<file path="config.mk">
export PLATFORM = sky130hd
export DESIGN_NAME = i2s_pingpong_tx
export DESIGN_NICKNAME = d
export VERILOG_FILES = /design/src/rtl/i2s_tx_pkg.sv /design/src/rtl/i2s_clk_master.sv /design/src/rtl/i2s_clk_follow.sv /design/src/rtl/i2s_serializer.sv /design/src/rtl/i2s_pingpong_tx.sv
export SDC_FILE = /design/constraint.sdc
export NUM_CORES = 2
export LEC_CHECK = 0
export BUFFER_PORTS_ARGS = -buffer_cell sky130_fd_sc_hd__buf_2
export CAP_MARGIN = 20
export CORE_MARGIN = 2
export CORE_UTILIZATION = 45
export CTS_CLUSTER_SIZE = 25
export DETAILED_ROUTE_END_ITERATION = 10
export SLEW_MARGIN = 10
export SYNTH_ARGS = -nofsm -noshare
export SYNTH_HDL_FRONTEND = slang
export SYNTH_SLANG_ARGS = --single-unit
</file>
<file path="constraint.sdc">
create_clock -name clk -period 10.5 [get_ports clk]
set_input_delay 2.1 -clock clk [delete_from_list [all_inputs] [get_ports clk]]
set_output_delay 2.1 -clock clk [all_outputs]
set_load 0.005 [all_outputs]
</file>
<file path="src/rtl/i2s_tx_pkg.sv">
package i2s_tx_pkg;

  localparam int SLOT_W = 32;
  localparam int DIV_W  = 8;
  localparam int RES_W  = 8;

  localparam int REG_ID   = 0;
  localparam int REG_CTRL = 1;
  localparam int REG_MASK = 2;
  localparam int REG_STAT = 3;

  // Left-justify the low `res` bits of a stored sample into a slot word.
  function automatic logic [SLOT_W-1:0] align_sample(input logic [SLOT_W-1:0] w,
                                                     input logic [RES_W-1:0] res);
    logic [5:0]        r;
    logic [SLOT_W-1:0] keep;
    if (res < RES_W'(16))      r = 6'd16;
    else if (res > RES_W'(32)) r = 6'd32;
    else                       r = res[5:0];
    keep = (32'd1 << r) - 32'd1;
    return (w & keep) << (6'd32 - r);
  endfunction

  function automatic logic [31:0] id_word(input bit master);
    return 32'h0000_0191 | (master ? 32'h0000_0020 : 32'h0);
  endfunction

endpackage

</file>
<file path="src/rtl/i2s_clk_master.sv">
module i2s_clk_master
  import i2s_tx_pkg::*;
(
  input  logic             clk,
  input  logic             rst_n,
  input  logic [DIV_W-1:0] div,
  output logic             sck,
  output logic             ws,
  output logic             fall_ev,
  output logic             ws_next
);
  localparam int BITW = $clog2(SLOT_W);

  logic [DIV_W-1:0] cnt_q;
  logic [BITW-1:0]  bit_q;
  logic             sck_q, ws_q;
  logic             tick;

  assign tick    = (cnt_q >= div);
  assign fall_ev = tick && sck_q;
  assign ws_next = (bit_q == BITW'(SLOT_W-1)) ? ~ws_q : ws_q;
  assign sck     = sck_q;
  assign ws      = ws_q;

  always_ff @(posedge clk) begin
    if (!rst_n) begin
      cnt_q <= '0;
      bit_q <= '0;
      sck_q <= 1'b0;
      ws_q  <= 1'b0;
    end else begin
      cnt_q <= tick ? '0 : cnt_q + 1'b1;
      if (tick) sck_q <= ~sck_q;
      if (fall_ev) begin
        bit_q <= bit_q + 1'b1;
        ws_q  <= ws_next;
      end
    end
  end
endmodule

</file>
<file path="src/rtl/i2s_clk_follow.sv">
module i2s_clk_follow (
  input  logic clk,
  input  logic rst_n,
  input  logic sck_ext,
  input  logic ws_ext,
  output logic fall_ev,
  output logic ws_next
);
  logic [2:0] sck_sync;
  logic [1:0] ws_sync;

  assign fall_ev = sck_sync[2] && !sck_sync[1];
  assign ws_next = ws_sync[1];

  always_ff @(posedge clk) begin
    if (!rst_n) begin
      sck_sync <= '0;
      ws_sync  <= '0;
    end else begin
      sck_sync <= {sck_sync[1:0], sck_ext};
      ws_sync  <= {ws_sync[0], ws_ext};
    end
  end
endmodule

</file>
<file path="src/rtl/i2s_serializer.sv">
module i2s_serializer
  import i2s_tx_pkg::*;
#(
  parameter int FRAMES = 16,
  localparam int PTRW = $clog2(FRAMES),
  localparam int IDXW = PTRW + 1
) (
  input  logic              clk,
  input  logic              rst_n,
  input  logic              fall_ev,
  input  logic              ws_next,
  input  logic              enable,
  input  logic [RES_W-1:0]  res,
  input  logic [SLOT_W-1:0] rd_word,
  output logic [IDXW-1:0]   rd_idx,
  output logic              sd,
  output logic [1:0]        half_evt,
  output logic [PTRW-1:0]   ptr
);
  logic              ws_prev, run_q, sd_q;
  logic [SLOT_W-1:0] shreg;
  logic [PTRW-1:0]   ptr_q;
  logic              edge_ev, right_load;

  assign edge_ev    = fall_ev && (ws_next != ws_prev);
  assign right_load = edge_ev && ws_next && run_q;
  assign rd_idx     = {ptr_q, ws_next};
  assign sd         = sd_q;
  assign ptr        = ptr_q;

  always_comb begin
    half_evt[0] = right_load && (ptr_q == PTRW'(FRAMES/2 - 1));
    half_evt[1] = right_load && (ptr_q == PTRW'(FRAMES - 1));
  end

  always_ff @(posedge clk) begin
    if (!rst_n) begin
      ws_prev <= 1'b0;
      run_q   <= 1'b0;
      sd_q    <= 1'b0;
      shreg   <= '0;
      ptr_q   <= '0;
    end else if (fall_ev) begin
      ws_prev <= ws_next;
      sd_q    <= shreg[SLOT_W-1];
      if (edge_ev) begin
        if (!ws_next) begin
          run_q <= enable;
          shreg <= enable ? align_sample(rd_word, res) : '0;
        end else begin
          shreg <= run_q ? align_sample(rd_word, res) : '0;
          if (!run_q)                             ptr_q <= '0;
          else if (ptr_q == PTRW'(FRAMES - 1))    ptr_q <= '0;
          else                                    ptr_q <= ptr_q + 1'b1;
        end
      end else begin
        shreg <= {shreg[SLOT_W-2:0], 1'b0};
      end
    end
  end
endmodule

</file>
<file path="src/rtl/i2s_pingpong_tx.sv">
module i2s_pingpong_tx
  import i2s_tx_pkg::*;
#(
  parameter bit IS_MASTER = 1'b1,
  parameter int FRAMES    = 16,
  parameter int ADDR_W    = 6
) (
  input  logic              clk,
  input  logic              rst_n,
  input  logic              bus_stb,
  input  logic              bus_we,
  input  logic [ADDR_W-1:0] bus_addr,
  input  logic [31:0]       bus_wdata,
  output logic              bus_ack,
  output logic [31:0]       bus_rdata,
  output logic              irq,
  input  logic              sck_in,
  input  logic              ws_in,
  output logic              sck_out,
  output logic              ws_out,
  output logic              sd_out
);
  localparam int WORDS = 2 * FRAMES;
  localparam int BUFW  = $clog2(WORDS);
  localparam int PTRW  = $clog2(FRAMES);
  localparam logic [ADDR_W-1:0] BUF_BASE = ADDR_W'(WORDS);

  logic [SLOT_W-1:0] mem [WORDS];
  logic              en_q, ack_q;
  logic [DIV_W-1:0]  div_q;
  logic [RES_W-1:0]  res_q;
  logic [1:0]        mask_q, stat_q;
  logic [31:0]       rdata_q, rd_val;

  logic              access, wr, is_buf;
  logic [BUFW-1:0]   buf_idx;
  logic              fall_ev, ws_next;
  logic [BUFW-1:0]   ser_idx;
  logic [1:0]        half_evt;
  logic [PTRW-1:0]   ser_ptr;

  assign access  = bus_stb && !ack_q;
  assign wr      = access && bus_we;
  assign is_buf  = (bus_addr >= BUF_BASE);
  assign buf_idx = bus_addr[BUFW-1:0];

  generate
    if (IS_MASTER) begin : g_master
      logic unused_ext;
      assign unused_ext = sck_in ^ ws_in;
      i2s_clk_master u_clk (
        .clk     (clk),
        .rst_n   (rst_n),
        .div     (div_q),
        .sck     (sck_out),
        .ws      (ws_out),
        .fall_ev (fall_ev),
        .ws_next (ws_next)
      );
    end else begin : g_slave
      logic unused_div;
      assign unused_div = ^div_q;
      assign sck_out = 1'b0;
      assign ws_out  = 1'b0;
      i2s_clk_follow u_clk (
        .clk     (clk),
        .rst_n   (rst_n),
        .sck_ext (sck_in),
        .ws_ext  (ws_in),
        .fall_ev (fall_ev),
        .ws_next (ws_next)
      );
    end
  endgenerate

  i2s_serializer #(.FRAMES(FRAMES)) u_ser (
    .clk      (clk),
    .rst_n    (rst_n),
    .fall_ev  (fall_ev),
    .ws_next  (ws_next),
    .enable   (en_q),
    .res      (res_q),
    .rd_word  (mem[ser_idx]),
    .rd_idx   (ser_idx),
    .sd       (sd_out),
    .half_evt (half_evt),
    .ptr      (ser_ptr)
  );

  always_comb begin
    rd_val = '0;
    if (is_buf) rd_val = mem[buf_idx];
    else begin
      case (bus_addr)
        ADDR_W'(REG_ID):   rd_val = id_word(IS_MASTER);
        ADDR_W'(REG_CTRL): rd_val = {8'h00, res_q, div_q, 7'h00, en_q};
        ADDR_W'(REG_MASK): rd_val = {30'h0, mask_q};
        ADDR_W'(REG_STAT): rd_val = {30'h0, stat_q};
        default:           rd_val = '0;
      endcase
    end
  end

  always_ff @(posedge clk) begin
    if (!rst_n) begin
      ack_q   <= 1'b0;
      rdata_q <= '0;
      en_q    <= 1'b0;
      div_q   <= '0;
      res_q   <= '0;
      mask_q  <= '0;
      stat_q  <= '0;
      for (int i = 0; i < WORDS; i++) mem[i] <= '0;
    end else begin
      ack_q <= access;
      if (access) rdata_q <= rd_val;
      if (wr && is_buf) mem[buf_idx] <= bus_wdata;
      if (wr && !is_buf && bus_addr == ADDR_W'(REG_CTRL)) begin
        en_q  <= bus_wdata[0];
        div_q <= bus_wdata[15:8];
        res_q <= bus_wdata[23:16];
      end
      if (wr && !is_buf && bus_addr == ADDR_W'(REG_MASK)) mask_q <= bus_wdata[1:0];
      if (wr && !is_buf && bus_addr == ADDR_W'(REG_STAT))
        stat_q <= (stat_q & ~bus_wdata[1:0]) | half_evt;
      else
        stat_q <= stat_q | half_evt;
    end
  end

  assign bus_ack   = ack_q;
  assign bus_rdata = rdata_q;
  assign irq       = |(stat_q & mask_q);
endmodule

</file>
* Word level (Yosys, flattened, before mapping) *
Memories as Yosys holds them, arrays and structs flattened.
Cells that the tools add are included.

operators by class
  reductions and logical operators = 21
  $lt $le $gt $ge = 4
  equal/unequal tests = 7
  multiplexer cells = 27
  add/sub/neg operators = 7
  shifts and indexed selects = 4
  bitwise operators = 11

operator list
  cell                                                           number
  2-to-1 mux 32 bit                                              6
  one-hot mux 24 bit (4 select lines)                            1
  bitwise AND 32 bit                                             2
  << shifter 1 x 6 -> 32 bit, first input constant               2
  << shifter 32 x 6 -> 32 bit                                    2
  subtractor 32 x 1 -> 32 bit, second input constant             2
  2-to-1 mux 6 bit                                               10
  OR reduction 32 bit                                            1
  logical AND 1 bit                                              13
  == test 6 x 2 -> 1 bit, second input constant                  2
  subtractor 6 bit, first input constant                         2
  adder 8 x 1 -> 8 bit, second input constant                    1
  greater-or-equal comparator 8 bit                              1
  greater-than comparator 8 x 6 -> 1 bit, second input constant  1
  < comparator 8 x 5 -> 1 bit, second input constant             1
  2-to-1 mux 4 bit                                               2
  == test 6 x 1 -> 1 bit, second input constant                  1
  greater-or-equal comparator 6 bit, second input constant       1
  zero test 6 bit                                                1
  2-to-1 mux 1 bit                                               6
  AND reduction 3 bit                                            2
  adder 5 x 1 -> 5 bit, second input constant                    1
  == test 5 bit, second input constant                           1
  2-to-1 mux 5 bit                                               1
  other kinds (11)                                               18

word-level totals
  input bits = 44
  flip-flop bits (word level) = 107
  memories = 1
  bits in writable memories = 1,024
  logic and storage cells = 97
  output and inout port bits = 37

memory list
  name  words  width  rd ports  clocked after Yosys merged registers in  wr ports  line                   RTL
  mem   32     32     2         0                                        32        i2s_pingpong_tx.sv:28  logic [SLOT_W-1:0] mem [WORDS];

* Depth between registers and ports, before layout *
  depth after elaboration = 14
  mapped depth = 21
  gate-level depth less buffers = 15

* Cells and area by module *
From an unflattened synthesis, not the netlist that was laid out.

unflattened totals
  cell total of the unflattened synthesis = 4,787
  area, all modules = 61,605.3 um2

by module, submodules not included
  module           cells each  seq. area each (um2)  area an instance (um2)  instances
  i2s_pingpong_tx  4,091       31,830.5              56,312.8                1
  i2s_serializer   597         780.7                 4,386.7                 1
  i2s_clk_master   99          300.3                 905.9                   1

* Worst setup path after synthesis *
Ideal clock, no wire load.

  kind = input to register
  start = input port bus_stb
  end = memory mem[30][0], enable pin
  data arrival time = 5.466 ns
  stages = 7
  setup time = 0.466 ns
  path slack = 4.568 ns
  data required time = 10.034 ns
  path buffers = 3
  cell sequence = nor2b_1 clkbuf_1 nand2_1 or3_1 clkbuf_1 clkbuf_1 o21ai_0

RTL lines
  element             line                   RTL
  start: declaration  i2s_pingpong_tx.sv:10  input logic bus_stb,
  end: declaration    i2s_pingpong_tx.sv:28

* Worst setup path in the final report *
  start = register g_master.u_clk.bit_q[0]
  end = register u_ser.shreg[27]

on the way
  cells in the longest elaborated chain, start to end = 8
  elaborated cells between the ends (all ways) = 13
  classes of those cells = eq/ne: 2; shift: 2; mux: 5; bitwise: 2; reduce/logical: 1; memory: 1

ends and longest elaborated chain
  element                                      line                                        RTL
  start: declaration                           i2s_clk_master.sv:15                        logic [BITW-1:0] bit_q;
  start signal: assignment                     i2s_clk_master.sv:35                        bit_q <= bit_q + 1'b1;
  == test 5 bit (*)                            i2s_clk_master.sv:21                        assign ws_next = (bit_q == BITW'(SLOT_W-1)) ? ~ws_q : ws_q;
  2-to-1 mux 1 bit (*)                         i2s_clk_master.sv:21
  memory (32 x 32 bit)                         -
  bitwise AND 32 bit                           i2s_tx_pkg.sv:21                            return (w & keep) << (6'd32 - r);
  << shifter 32 x 6 -> 32 bit                  i2s_tx_pkg.sv:21
  2-to-1 mux 32 bit, on equally long branches  i2s_serializer.sv:49, i2s_serializer.sv:51
  2-to-1 mux 32 bit                            i2s_serializer.sv:47                        if (!ws_next) begin
  2-to-1 mux 32 bit (*)                        i2s_serializer.sv:46                        if (edge_ev) begin
  end signal: assignment                       i2s_serializer.sv:49                        shreg <= enable ? align_sample(rd_word, res) : '0;
  end signal: assignment                       i2s_serializer.sv:51                        shreg <= run_q ? align_sample(rd_word, res) : '0;
  end signal: assignment                       i2s_serializer.sv:57                        shreg <= {shreg[SLOT_W-2:0], 1'b0};
  end: declaration                             i2s_serializer.sv:21                        logic [SLOT_W-1:0] shreg;

Mark *: on every way between the ends. The rest lies on a longest branch, timed or not.
A chain may end at the register's enable or synchronous reset.

==> flow_metrics.env <==
export IMPL_cp_max_fo=70
export IMPL_ys_seq_area_share_pct=52.8
export IMPL_max_cap_violations=0
export IMPL_final_layout_size_suffix_gt1_share_pct=15.8
export IMPL_cts_resized=0
export IMPL_preCtsSetupSlack_ns=4.22
export IMPL_die_area_mm2=0.141
export IMPL_root_buffer="clkbuf_16"
export IMPL_max_freq_mhz=153
export IMPL_leakagePower_uw=0.0238
export IMPL_yosys_top_cells_area="edfxtp_1 49%, and2_1 10%, mux4_2 9.8%"
export IMPL_wl_per_cell_um=35.9
export IMPL_hpwl_um=144000
export IMPL_synthToLayoutAreaGrowth_pct=10.3
export IMPL_end_kind="register"
export IMPL_maxSlewHeadroom_pct=17.0
export IMPL_setup_viol=0
export IMPL_period_share_pct=62.3
export IMPL_grt_max_degree=119
export IMPL_cts_sinks=1131
export IMPL_core_area_mm2=0.137
export IMPL_grt_overflow=0
export IMPL_syn_avg_cell_area_um2=11.6
export IMPL_nets=5258
export IMPL_drtPass1Iterations=8
export IMPL_num_vias=48400
export IMPL_yosysMostFrequentCell="and2_1"
export IMPL_arrival_ns=7.19
export IMPL_r2r_slack_ns=3.96
export IMPL_yosys_top_cells_count="1035 x and2_1, 1024 x edfxtp_1, 659 x nand2_1, 415 x clkbuf_1, 271 x mux4_2"
export IMPL_numPortBuffers=78
export IMPL_vias_per_cell=6.80
export IMPL_max_stage_delay_ns=0.86
export IMPL_synth_top_cell_area_share_pct=49.4
export IMPL_layout_setup_ws_ns=3.96
export IMPL_htreeDepth=4
export IMPL_async_reset_ff_share_pct=0
export IMPL_synthFlopType="edfxtp_1"
export IMPL_grt_pass1_wl_um=353000
export IMPL_grt_pass1_vias=45500
export IMPL_clockBufferDepth=3
export IMPL_cts_tree="done"
export IMPL_wirelength_um=255000
export IMPL_cts_setup_buffers=0
export IMPL_fin_setup_tns_ns=0
export IMPL_cp_required_ns=11.15
export IMPL_ys_warnings_count=0
export IMPL_total_power_uw=10400
export IMPL_ir_drop_uv=193
export IMPL_finalHoldViolations=0
export IMPL_initial_core_util_pct=45.3
export IMPL_die_h_um=376
export IMPL_syn_area_mm2=0.0623
export IMPL_synth_edf_count=1024
export IMPL_antenna_found_initial=45
export IMPL_clk_pin_slew_worst_paths_ns=0.06
export IMPL_ctsHoldBuffers=0
export IMPL_drcViolationCount=0
export IMPL_max_slew_worst_pin_slew_ns=1.24
export IMPL_drtAntennaViolNets=0
export IMPL_synthDistinctLibCells=90
export IMPL_period_needed_ns=6.54
export IMPL_crit_slowest_cell="buf_4"
export IMPL_hp_class="reg2reg"
export IMPL_synthCells=5379
export IMPL_synth_top_cell_by_area="edfxtp_1"
export IMPL_clock_skew_ns=0.0236
export IMPL_criticalPathCategory="reg2reg"
export IMPL_crit_chain="ha_1 > and3_1 > ha_1 > xor2_4 > buf_4 > buf_4 > mux2i_1 > o22ai_1 > o41ai_1 > o31ai_2 > nand2_1 > mux4_2 > nor2_1 > o31ai_1 > a41oi_1"
export IMPL_dpl_cell_area_mm2=0.0645
export IMPL_nFillCells=12000
export IMPL_io_pins=81
export IMPL_die_w_um=376
export IMPL_place_gp_congestion=0.950
export IMPL_grt_use_total_pct=35.7
export IMPL_holdWs_ns=0.455
export IMPL_cts_buffers=131
export IMPL_worst_setup_path_start_kind="register"
export IMPL_num_rows=136
export IMPL_ys_ff_latch=1131
export IMPL_clock_latency_ns=0.81
export IMPL_power_density_mw_per_mm2=152
export IMPL_slew_viol_final=0
export IMPL_grt_setup_unrepaired="false"
export IMPL_fin_area_mm2=0.0687
export IMPL_status="completed"
export IMPL_dr_first_iter_drc_count=8483
placed cells by master, fill, tap and decap left out, types with 136 or more instances in the layout:
cell type     n
clkbuf_16   136
buf_4       139
a21oi_1     141
and2_1     1034
mux4_2      271
edfxtp_1   1024
mux2i_1     222
nand2_1     656
nand3_1     187
a22oi_1     162
registers in the layout, indices dropped and copies added (netlist names), 4 cells and up:
signal and flops:
res_q 8, bus_rdata 32, div_q 8, g_master.u_clk.bit_q 5, mem 1024, u_ser.shreg 32, g_master.u_clk.cnt_q 8, u_ser.ptr 4
path summary, 6_finish.rpt:
check,startpoint,endpoint,cells past startpoint
max,g_master.u_clk.bit_q[0],u_ser.shreg[27],15
min,u_ser.sd,u_ser.sd,2
max reg2reg,g_master.u_clk.bit_q[0],u_ser.shreg[27],15
min reg2reg,u_ser.sd,u_ser.sd,2
through the flow:
step / cells / util (%)
after floorplan: 5380 / -
after global placement: 6846 / 46.9
after detailed placement: 6851 / 46.9
after CTS: 7087 / 49.9
after global routing: 7095 / 49.9
final: 7116 / 50.0
metal layers:
layer	part of all wire [%]	vias up	GRT usage, %
met3	16	860	13.3
li1	-	19600	-
met4	6.1	18	18.7
met5	0.067	-	0.206
met2	42	3936	51.5
met1	36	24000	46.8
power breakdown:
part           total, µW  switching (µW)  internal, µW
clock network       4450            1960          2490
registers           5160            89.5          5070
logic                825             569           256
total              10400            2610          7820
cell families (layout without fill, tap and decap cells):
kind of cell    count (synthesis)  after routing  synth area share (%)
flops                        1131           1131                  52.8
buf+inv                       571            489                  3.92
mux                           536            536                  14.2
simple gates                 2394           2394                  20.7
fa+ha+maj                      19             19                 0.382
compound gates                709            709                  7.75
other cells                     1             26               0.00602
xor+xnor                       18             18                 0.313
cell type report:
| class | count | area [µm²] | share of cell area (%) |
|---|---|---|---|
| clock inverter | 62 | 447 | 0.650 |
| tap | 1794 | 2240 | 3.27 |
| clock buffer | 174 | 3600 | 5.23 |
| inverter | 24 | 91.3 | 0.133 |
| sequential | 1131 | 32900 | 47.9 |
| multi-input combinational | 3678 | 27700 | 40.3 |
| antenna | 24 | 60.1 | 0.0874 |
| timing repair buffer | 229 | 1680 | 2.44 |
critical path: cells and delay by family, from the launching register on:
family,cells,cell delay [ns]
adder cells (fa/ha/maj),2,0.74
AND/OR/NAND/NOR,3,0.39
buffers and inverters,2,1.65
XOR/XNOR,1,0.69
AO/OA/AOI/OAI,5,1.84
multiplexers,2,0.55
flip-flops,1,0.38
No activity file was read; power rests on OpenSTA's default activity.
